### src/rtl/rob_pkg.sv
package rob_pkg;
  typedef enum logic [1:0] {
    KIND_REG    = 2'd0,
    KIND_STORE  = 2'd1,
    KIND_BRANCH = 2'd2
  } rob_kind_e;
endpackage

### src/rtl/rob_ptrs.sv
module rob_ptrs #(
  parameter int DEPTH = 8,
  localparam int TW = $clog2(DEPTH),
  localparam int CW = TW + 1
) (
  input  logic          clk,
  input  logic          rst_n,
  input  logic          alloc_fire,
  input  logic          ret_fire,
  input  logic          flush,
  output logic [TW-1:0] head,
  output logic [TW-1:0] tail,
  output logic [CW-1:0] count,
  output logic          full
);
  always_ff @(posedge clk) begin
    if (!rst_n) begin
      head  <= '0;
      tail  <= '0;
      count <= '0;
    end else if (flush) begin
      head  <= head + 1'b1;
      tail  <= head + 1'b1;
      count <= '0;
    end else begin
      if (alloc_fire) tail <= tail + 1'b1;
      if (ret_fire)   head <= head + 1'b1;
      count <= count + CW'(alloc_fire) - CW'(ret_fire);
    end
  end

  assign full = (count == CW'(DEPTH));

  assert_no_overflow_R3: assert property (@(posedge clk) disable iff (!rst_n)
    count <= CW'(DEPTH));

  assert_flush_empties_R8: assert property (@(posedge clk) disable iff (!rst_n)
    flush |=> (count == '0));

  assert_swap_keeps_level_R9: assert property (@(posedge clk) disable iff (!rst_n)
    (alloc_fire && ret_fire && !flush) |=> (count == $past(count)));
endmodule

### src/rtl/rob_entries.sv
module rob_entries
  import rob_pkg::*;
#(
  parameter int DEPTH  = 8,
  parameter int DATA_W = 32,
  parameter int REG_AW = 5,
  localparam int TW = $clog2(DEPTH)
) (
  input  logic              clk,
  input  logic              rst_n,
  input  logic              alloc_fire,
  input  logic [TW-1:0]     alloc_idx,
  input  rob_kind_e         alloc_kind,
  input  logic [REG_AW-1:0] alloc_dest,
  input  logic              cmpl_valid,
  input  logic [TW-1:0]     cmpl_tag,
  input  logic [DATA_W-1:0] cmpl_value,
  input  logic              cmpl_mispred,
  input  logic              ret_fire,
  input  logic              flush,
  input  logic [TW-1:0]     head,
  input  logic [TW-1:0]     look_tag,
  output logic [DATA_W-1:0] look_value,
  output logic              look_ready,
  output logic              head_live,
  output logic              head_done,
  output rob_kind_e         head_kind,
  output logic [REG_AW-1:0] head_dest,
  output logic [DATA_W-1:0] head_value,
  output logic              head_mis
);
  logic              live [DEPTH];
  logic              done [DEPTH];
  rob_kind_e         kind [DEPTH];
  logic [REG_AW-1:0] dest [DEPTH];
  logic [DATA_W-1:0] value[DEPTH];
  logic              mis  [DEPTH];

  for (genvar i = 0; i < DEPTH; i++) begin : g_slot
    logic take, drop, fill;
    assign take = alloc_fire && (alloc_idx == TW'(i));
    assign drop = ret_fire && (head == TW'(i));
    assign fill = cmpl_valid && (cmpl_tag == TW'(i)) && live[i] && !take;

    always_ff @(posedge clk) begin
      if (!rst_n) begin
        live[i] <= 1'b0;
        done[i] <= 1'b0;
      end else if (flush) begin
        live[i] <= 1'b0;
        done[i] <= 1'b0;
      end else if (take) begin
        live[i] <= 1'b1;
        done[i] <= 1'b0;
      end else if (drop) begin
        live[i] <= 1'b0;
        done[i] <= 1'b0;
      end else if (fill) begin
        done[i] <= 1'b1;
      end
    end

    always_ff @(posedge clk) begin
      if (take) begin
        kind[i] <= alloc_kind;
        dest[i] <= alloc_dest;
      end
      if (fill) begin
        value[i] <= cmpl_value;
        mis[i]   <= cmpl_mispred;
      end
    end
  end

  always_comb begin
    look_value = value[look_tag];
    look_ready = live[look_tag] && done[look_tag];
    head_live  = live[head];
    head_done  = done[head];
    head_kind  = kind[head];
    head_dest  = dest[head];
    head_value = value[head];
    head_mis   = mis[head];
  end
endmodule

### src/rtl/rob_core.sv
module rob_core
  import rob_pkg::*;
#(
  parameter int DEPTH  = 8,
  parameter int DATA_W = 32,
  parameter int REG_AW = 5,
  localparam int TAG_W = $clog2(DEPTH),
  localparam int CW    = TAG_W + 1
) (
  input  logic              clk,
  input  logic              rst_n,
  input  logic              alloc_valid,
  output logic              alloc_ready,
  input  logic [1:0]        alloc_kind,
  input  logic [REG_AW-1:0] alloc_dest,
  output logic [TAG_W-1:0]  alloc_tag,
  input  logic              cmpl_valid,
  input  logic [TAG_W-1:0]  cmpl_tag,
  input  logic [DATA_W-1:0] cmpl_value,
  input  logic              cmpl_mispred,
  input  logic [TAG_W-1:0]  look_tag,
  output logic [DATA_W-1:0] look_value,
  output logic              look_ready,
  output logic              ret_valid,
  input  logic              ret_ready,
  output logic [1:0]        ret_kind,
  output logic [REG_AW-1:0] ret_dest,
  output logic [DATA_W-1:0] ret_value,
  output logic              flush,
  output logic [DATA_W-1:0] flush_target
);
  logic [TAG_W-1:0] head, tail;
  logic [CW-1:0]    count;
  logic             full, alloc_fire, ret_fire;
  logic             head_live, head_done, head_mis;
  rob_kind_e        head_kind;

  rob_ptrs #(.DEPTH(DEPTH)) u_ptrs (
    .clk(clk), .rst_n(rst_n), .alloc_fire(alloc_fire), .ret_fire(ret_fire),
    .flush(flush), .head(head), .tail(tail), .count(count), .full(full)
  );

  rob_entries #(.DEPTH(DEPTH), .DATA_W(DATA_W), .REG_AW(REG_AW)) u_entries (
    .clk(clk), .rst_n(rst_n),
    .alloc_fire(alloc_fire), .alloc_idx(tail), .alloc_kind(rob_kind_e'(alloc_kind)),
    .alloc_dest(alloc_dest),
    .cmpl_valid(cmpl_valid), .cmpl_tag(cmpl_tag), .cmpl_value(cmpl_value),
    .cmpl_mispred(cmpl_mispred),
    .ret_fire(ret_fire), .flush(flush), .head(head), .look_tag(look_tag),
    .look_value(look_value), .look_ready(look_ready),
    .head_live(head_live), .head_done(head_done), .head_kind(head_kind),
    .head_dest(ret_dest), .head_value(ret_value), .head_mis(head_mis)
  );

  assign alloc_ready  = !full && !flush;
  assign alloc_fire   = alloc_valid && alloc_ready;
  assign alloc_tag    = tail;
  assign ret_valid    = head_live && head_done;
  assign ret_fire     = ret_valid && ret_ready;
  assign ret_kind     = head_kind;
  assign flush        = ret_fire && (head_kind == KIND_BRANCH) && head_mis;
  assign flush_target = ret_value;

  assert_full_stalls_R3: assert property (@(posedge clk) disable iff (!rst_n)
    (count == CW'(DEPTH)) |-> !alloc_ready);

  assert_retire_hold_R6: assert property (@(posedge clk) disable iff (!rst_n)
    (ret_valid && !ret_ready) |=> (ret_valid && $stable(ret_dest) &&
                                   $stable(ret_value) && $stable(ret_kind)));
endmodule

### config.mk
export PLATFORM = sky130hd
export DESIGN_NAME = rob_core
export DESIGN_NICKNAME = d
export VERILOG_FILES = /design/src/rtl/rob_pkg.sv /design/src/rtl/rob_ptrs.sv /design/src/rtl/rob_entries.sv /design/src/rtl/rob_core.sv
export SDC_FILE = /design/constraint.sdc
export NUM_CORES = 1
export LEC_CHECK = 0
export ABC_AREA = 1
export CAP_MARGIN = 20
export CORE_MARGIN = 4
export CORE_UTILIZATION = 30
export DETAILED_ROUTE_END_ITERATION = 8
export DONT_BUFFER_PORTS = 1
export PLACE_DENSITY = 0.44
export SLEW_MARGIN = 20
export SYNTH_ARGS = -nofsm -noshare
export SYNTH_HDL_FRONTEND = slang
export SYNTH_SLANG_ARGS = --single-unit
### constraint.sdc
create_clock -name clk -period 2.7 [get_ports clk]
set_input_delay 0.135 -clock clk [delete_from_list [all_inputs] [get_ports clk]]
set_output_delay 0.135 -clock clk [all_outputs]
set_load 0.005 [all_outputs]
==> results.ini, run 1 <==
[run_status]
status = finished, final reports clean

[power_and_ir_drop]
max-vdd-ir-drop_v = 0.000444
power_frac_seq_pct = 35.1
switching_share_pct = 34.7
internal_power_mw = 11.8
switching_power_mw = 6.28
p_leak_nw = 7.15
power_mw = 18.1
clockPowerShare_pct = 32.3
p_comb_share_pct = 32.6
p_per_area_mw_per_mm2 = 911

[cells_and_area]
area_delta_synth_final_pct = 16.9
final_common_cell = edfxtp_1
multi_input_area_mm2 = 0.00524
layout_common_cells = edfxtp_1 (334), o21ai_0 (264), nand2_1 (198)
fillers = 5530
drive_gt1_share_pct = 11.2
finalNetCount = 1760
final_cell_count_no_fill = 2472
regArea_mm2 = 0.0103

[synthesis]
syn_nets = 1744
synth_flop_cell = edfxtp_1
yosys_warnings = 0
synthTopCellsByArea = edfxtp_1 (59%), o21ai_0 (7.8%), nand2_1 (4.4%), a21oi_1 (4.1%), inv_1 (3.8%)
synth_cells = 1675
ys_ff_latch = 349
ys_seq_area_share_pct = 60.8
synth-edff-count = 334
yosys.cell_types.count = 38
syn_area_per_cell_um2 = 10.1
synth_top_area_share_pct = 59.1
yosys.area.top_type = edfxtp_1
synthArstFlopShare_pct = 0
syn_area_mm2 = 0.0170

[global_route]
grt_max_degree = 166
grt-ovfl-total = 0
grt_first_pass_wirelength_um = 75200
grt_pass1_vias = 12200
antenna_found_initial = 5
grt.total_usage_pct = 16.2

[job]
drv_cap = 0

[place]
dp_slack_ns = -0.0140
dp_hpwl_um = 30800
port_buffers = 0
finalWeightedCongestion = 0.776
place_inst = 2346

[worst_setup_path]
worstSetupPathType = register to output pin
crit_chain = clkbuf_8 > o21ai_0 > o21ai_1 > a21oi_1 > a31oi_1 > buf_4
slowest_stage = clkbuf_8
path_max_fanout = 69
cp.required_ns = 2.57
arrival_ns = 2.40
cpPeakStageDelay_ns = 0.47
worst_setup_path_end_kind = output pin
start_kind = register

[cts]
cts_num_sinks = 349
insertion_delay_ns = 0.56
clockBufferDepth = 3
tritoncts = done
cts_buffers = 41
clk_pin_slew_worst_paths_ns = 0.06
cts-root-buf = clkbuf_16
cts-htree-levels = 2

[timing]
worst_pin_slew_ns = 0.976
setup_violations = 0
rsz0062_at_grt = false
tns_ns = 0
clock.fmax_ghz = 0.394
min_period_over_period_pct = 93.9
fin_skew_ns = 0.0190
maxSlewHeadroom_pct = 34.9
hold_viol = 0
maxSlewViolCount = 0
period_needed_ns = 2.54
setup_ws_ns = 0.165

[route]
vias_per_cell = 5.03
dr.first_iter.drc_count = 907
drc = 0
drt_wl_total_um = 50200
drtPass1Iterations = 5
vias = 12400
ant_nets = 0
wl_per_cell_um = 20.3

[die]
dieHeight_um = 246
io_pins = 161
die_x_um = 246
rows = 86
core_mm2 = 0.0555
dieArea_mm2 = 0.0605
initial_core_util_pct = 30.6

[min_path]
hold_path_class = input pin to register

-- power by group through the flow --
stage	clock, mW	combinational, mW	sequential [mW]
after floorplan	0	4.38	6.33
after global placement	0	5.70	6.46
after detailed placement	0	5.73	6.47
after CTS	6.01	5.94	6.37
after global routing	6.21	6.59	6.37
final	5.84	5.90	6.34
-- state kept, by name, indices dropped and copies added (netlist names), named ones only --
register         flops
u_ptrs.tail          3
u_entries.live       8
u_entries.kind      16
u_ptrs.head          3
u_ptrs.count         4
u_entries.mis        8
u_entries.value    256
u_entries.dest      40
u_entries.done       8
-- cells in the mapped netlist, types with 3 or more instances --
library cell and instances:
nand2_4 4, o21ai_0 264, nor3_1 4, buf_1 13, nand4_1 6, dfxtp_1 15
buf_2 7, o22ai_1 5, o21ai_1 18, buf_4 34, a31oi_1 69, buf_6 4
nor2_1 125, a21oi_1 140, inv_2 3, nor2_2 7, nand3_2 10, nor2_4 6
edfxtp_1 334, clkbuf_1 88, ha_1 17, nand2_1 198, o211ai_1 67, inv_1 172
nor2_8 3, nand2_2 11, nand3_1 34
-- timing repair --
item | 4_1_cts | 5_1_grt
hold buffers | 49 | 0
hold endpoints to repair | 363 | 0
setup buffers | 0 | 1
endpoints found under the setup margin | 114 | 14
resized for setup | 13 | 3
gates cloned | 0 | 0
-- worst paths after layout --
path                            cells after the start         startpoint  slack [ns]                     to
worst max-delay path                                6           register        0.16       flush_target[31]
worst min register to register                      2  u_entries.live[4]        0.50      u_entries.live[4]
worst min-delay path                                3          ret_ready        0.04         u_ptrs.head[0]
worst max register to register                     12           register        0.23  u_entries.value[2][6]
-- per-layer routing --
| layer | vias to the layer above | track usage, % | wire length, um |
|---|---|---|---|
| met4 | 4 | 5.91 | 1460 |
| li1 | 5919 | - | - |
| met1 | 6018 | 21.8 | 22600 |
| met5 | - | 0 | 26 |
| met3 | 90 | 4.37 | 3740 |
| met2 | 413 | 25.2 | 22400 |
-- cell type report --
| class | instances | area share [%] |
|---|---|---|
| Antenna cell | 3 | 0.0378 |
| Clock buffer | 47 | 5.39 |
| Clock inverter | 26 | 1.70 |
| Inverter | 180 | 3.48 |
| Multi-Input combinational cell | 999 | 26.4 |
| Sequential cell | 349 | 52.1 |
| Tap cell | 748 | 4.72 |
| Timing Repair Buffer | 120 | 6.19 |
-- through the flow --
step                      area (um2)  hold WS [ns]  utilization [%]
final                          19800        0.0424             35.7
after global routing           19800        0.0493             35.7
after CTS                      19800       0.00727             35.7
after detailed placement       17900         0.234             32.2
after global placement         17900         0.234             32.2
after floorplan                17000         0.234                -
-- cell families (layout without fill, tap and decap cells) --
family,count (synthesis),after routing,synth area share [%]
flops,349,349,60.8
compound gates,567,567,18.3
xor+xnor,2,2,0.103
buf+inv,327,373,8.33
simple gates,412,412,11.0
fa+ha+maj,18,18,1.37
other cells,0,3,0
-- worst max-delay path, delay by kind of cell, from the launching register on --
kind	cells	cell delay, ns
compound gates	4	0.74
buf+inv	2	0.66
flops	1	0.40
(Power assumes the default switching activity.)
==> inputs of run 2 (changes only) <==
Settings changed: PLACE_DENSITY 0.44 to 0.54.
==> run 2 against run 1 <==
Net effect: utilization is 0.73 points lower; maximum frequency is 2.8% lower; cell count is 0.57% lower; count of clock-buffer cells in the layout is 2 higher; wire length is 3.5% lower; register-to-register slack worse by 0.09 ns; critical endpoint is now ret_value[0]; global-route usage is 0.60 points lower; highest routed layer unchanged; worst setup slack worse by 0.074 ns.
==> results.ini, run 2 (synthesis results as in run 1) <==
[power_and_ir_drop]
p_per_area_mw_per_mm2 = 886  ; was 911 mW/mm2
max-vdd-ir-drop_v = 0.000472  ; was 0.000444 V
p_leak_nw = 6.94  ; was 7.15 nW

[timing]
hold_viol = 0  ; unchanged
timing.hold.ws_ns = 0.0529  ; was 0.0424 ns
rsz0062_at_grt = true  ; was false
maxSlewHeadroom_pct = 46.5  ; was 34.9%
clock.fmax_ghz = 0.383  ; was 0.394 GHz
worst_pin_slew_ns = 0.802  ; was 0.976 ns
tns_ns = 0  ; unchanged
maxSlewViolCount = 0  ; unchanged
setup_ws_ns = 0.0906  ; was 0.165 ns
period_needed_ns = 2.61  ; was 2.54 ns
fin_skew_ns = 0.0141  ; was 0.0190 ns
min_period_over_period_pct = 96.6  ; was 93.9%
setup_violations = 0  ; unchanged

[worst_setup_path]
start_kind = register  ; unchanged
path_max_fanout = 53  ; was 69
r2r_setup_slack_ns = 0.14  ; was 0.23 ns
worstSetupPathType = register to output pin  ; unchanged
r2r_cells = 13  ; was 12
cp.required_ns = 2.57  ; about the same
worst_setup_path_end_kind = output pin  ; unchanged
arrival_ns = 2.47  ; was 2.40 ns
timing.rr.end = u_entries.live[4]  ; was u_entries.value[2][6]

[cts]
insertion_delay_ns = 0.55  ; was 0.56 ns
cts-htree-levels = 2  ; unchanged
cts_buffers = 39  ; was 41
tritoncts = done  ; unchanged
cts_num_sinks = 349  ; unchanged
clockBufferDepth = 3  ; unchanged
cts-root-buf = clkbuf_16  ; unchanged
clk_pin_slew_worst_paths_ns = 0.06  ; about the same

[cells_and_area]
largest_reg_flops = 256  ; unchanged
drive_gt1_share_pct = 9.74  ; was 11.2%
top_regs = u_entries.value x256, u_entries.dest x40, u_entries.kind x16  ; unchanged
layout_common_cells = edfxtp_1 (334), o21ai_0 (264), nand2_1 (198)  ; unchanged
largest_register = u_entries.value  ; unchanged
final_cell_count_no_fill = 2458  ; was 2472
finalNetCount = 1746  ; was 1760
final_common_cell = edfxtp_1  ; unchanged
fin_util_pct = 35.0  ; was 35.7%
area_delta_synth_final_pct = 14.5  ; was 16.9%

[place]
dp_hpwl_um = 30300  ; was 30800 um
finalWeightedCongestion = 0.822  ; was 0.776
place_inst = 2335  ; was 2346
dp_slack_ns = 0.192  ; was -0.0140 ns
port_buffers = 0  ; unchanged

[route]
ant_nets = 0  ; unchanged
vias = 12500  ; was 12400
drtPass1Iterations = 5  ; unchanged
wl_per_cell_um = 19.7  ; was 20.3 um
drc = 0  ; unchanged
dr.first_iter.drc_count = 1294  ; was 907
drt_wl_total_um = 48400  ; was 50200 um
vias_per_cell = 5.10  ; was 5.03

[die]
core_mm2 = 0.0555  ; unchanged
initial_core_util_pct = 30.6  ; unchanged
rows = 86  ; unchanged
io_pins = 161  ; unchanged
die_x_um = 246  ; unchanged
dieArea_mm2 = 0.0605  ; unchanged
dieHeight_um = 246  ; unchanged

[global_route]
grt-ovfl-total = 0  ; unchanged
grt_max_degree = 166  ; unchanged
grt_pass1_vias = 12100  ; was 12200
grt_first_pass_wirelength_um = 72700  ; was 75200 um
grt.total_usage_pct = 15.6  ; was 16.2%
antenna_found_initial = 8  ; was 5

[min_path]
worstHoldEndpoint = u_entries.live[4]  ; was u_ptrs.head[0]
hold_path_class = input pin to register  ; unchanged
hold_depth = 5  ; was 3
worstHoldStart = ret_ready  ; unchanged

[job]
drv_cap = 0  ; unchanged

[run_status]
status = finished, final reports clean  ; unchanged

==> run 2: worst max path at each step <==
stage	startpoint	to	slack [ns]	depth (start not counted)
detailed placement	register	u_entries.value[4][18]	0.19	12
global placement	register	u_entries.value[4][18]	0.23	12
global route	register	ret_value[0]	-0.03	6
CTS	register	ret_value[4]	0.003	6
finish	register	ret_value[0]	0.09	6
floorplan	register	u_entries.mis[2]	0.24	14
==> run 2: power by group <==
| group | switching, mW | total [mW] | internal (mW) |
|---|---|---|---|
| Sequential | 0.170 | 6.33 | 6.16 |
| Combinational | 3.84 | 5.72 | 1.87 |
| Clock | 2.13 | 5.16 | 3.04 |
| Total | 6.14 | 17.2 | 11.1 |
==> run 2: per-stage QoR <==
stage / area (um2) / total power [mW]
after CTS: 19400 / 17.4
after detailed placement: 17700 / 12.1
after global routing: 19400 / 18.3
after floorplan: 17000 / 10.7
final: 19400 / 17.2
after global placement: 17700 / 11.9
==> run 2: area by class of cell <==
cell class | count | area, um2
inverters | 180 | 686
clock buffers | 49 | 1010
multi-input cells | 999 | 5250
well taps | 748 | 936
repair buffers | 108 | 1010
flip-flops and latches | 349 | 10300
diodes | 5 | 12.5
fillers | 5551 | 36100
clock inverters | 20 | 200
==> run 2: per-layer routing <==
layer  GRT usage, %  wire length, um  vias up
met4           4.81             1180        8
met5              0               46        -
li1               -                -     5893
met2           24.9            22200      465
met3           4.57             4400       87
met1           20.6            20600     6072
==> run 2: worst max-delay path, cell delays in order, from the launching register on <==
cell and delay, ns:
dfxtp_4 0.51, clkbuf_8 0.39, o21ai_0 0.15, o21ai_1 0.14
a21oi_1 0.05, a31oi_1 0.43, buf_4 0.22
==> run 2: timing repair <==
item                                   CTS  global route
hold buffers                            49             0
resized for setup                        7             5
buffers inserted                         0             0
setup endpoints to repair               56            17
endpoints found under the hold margin  367             0
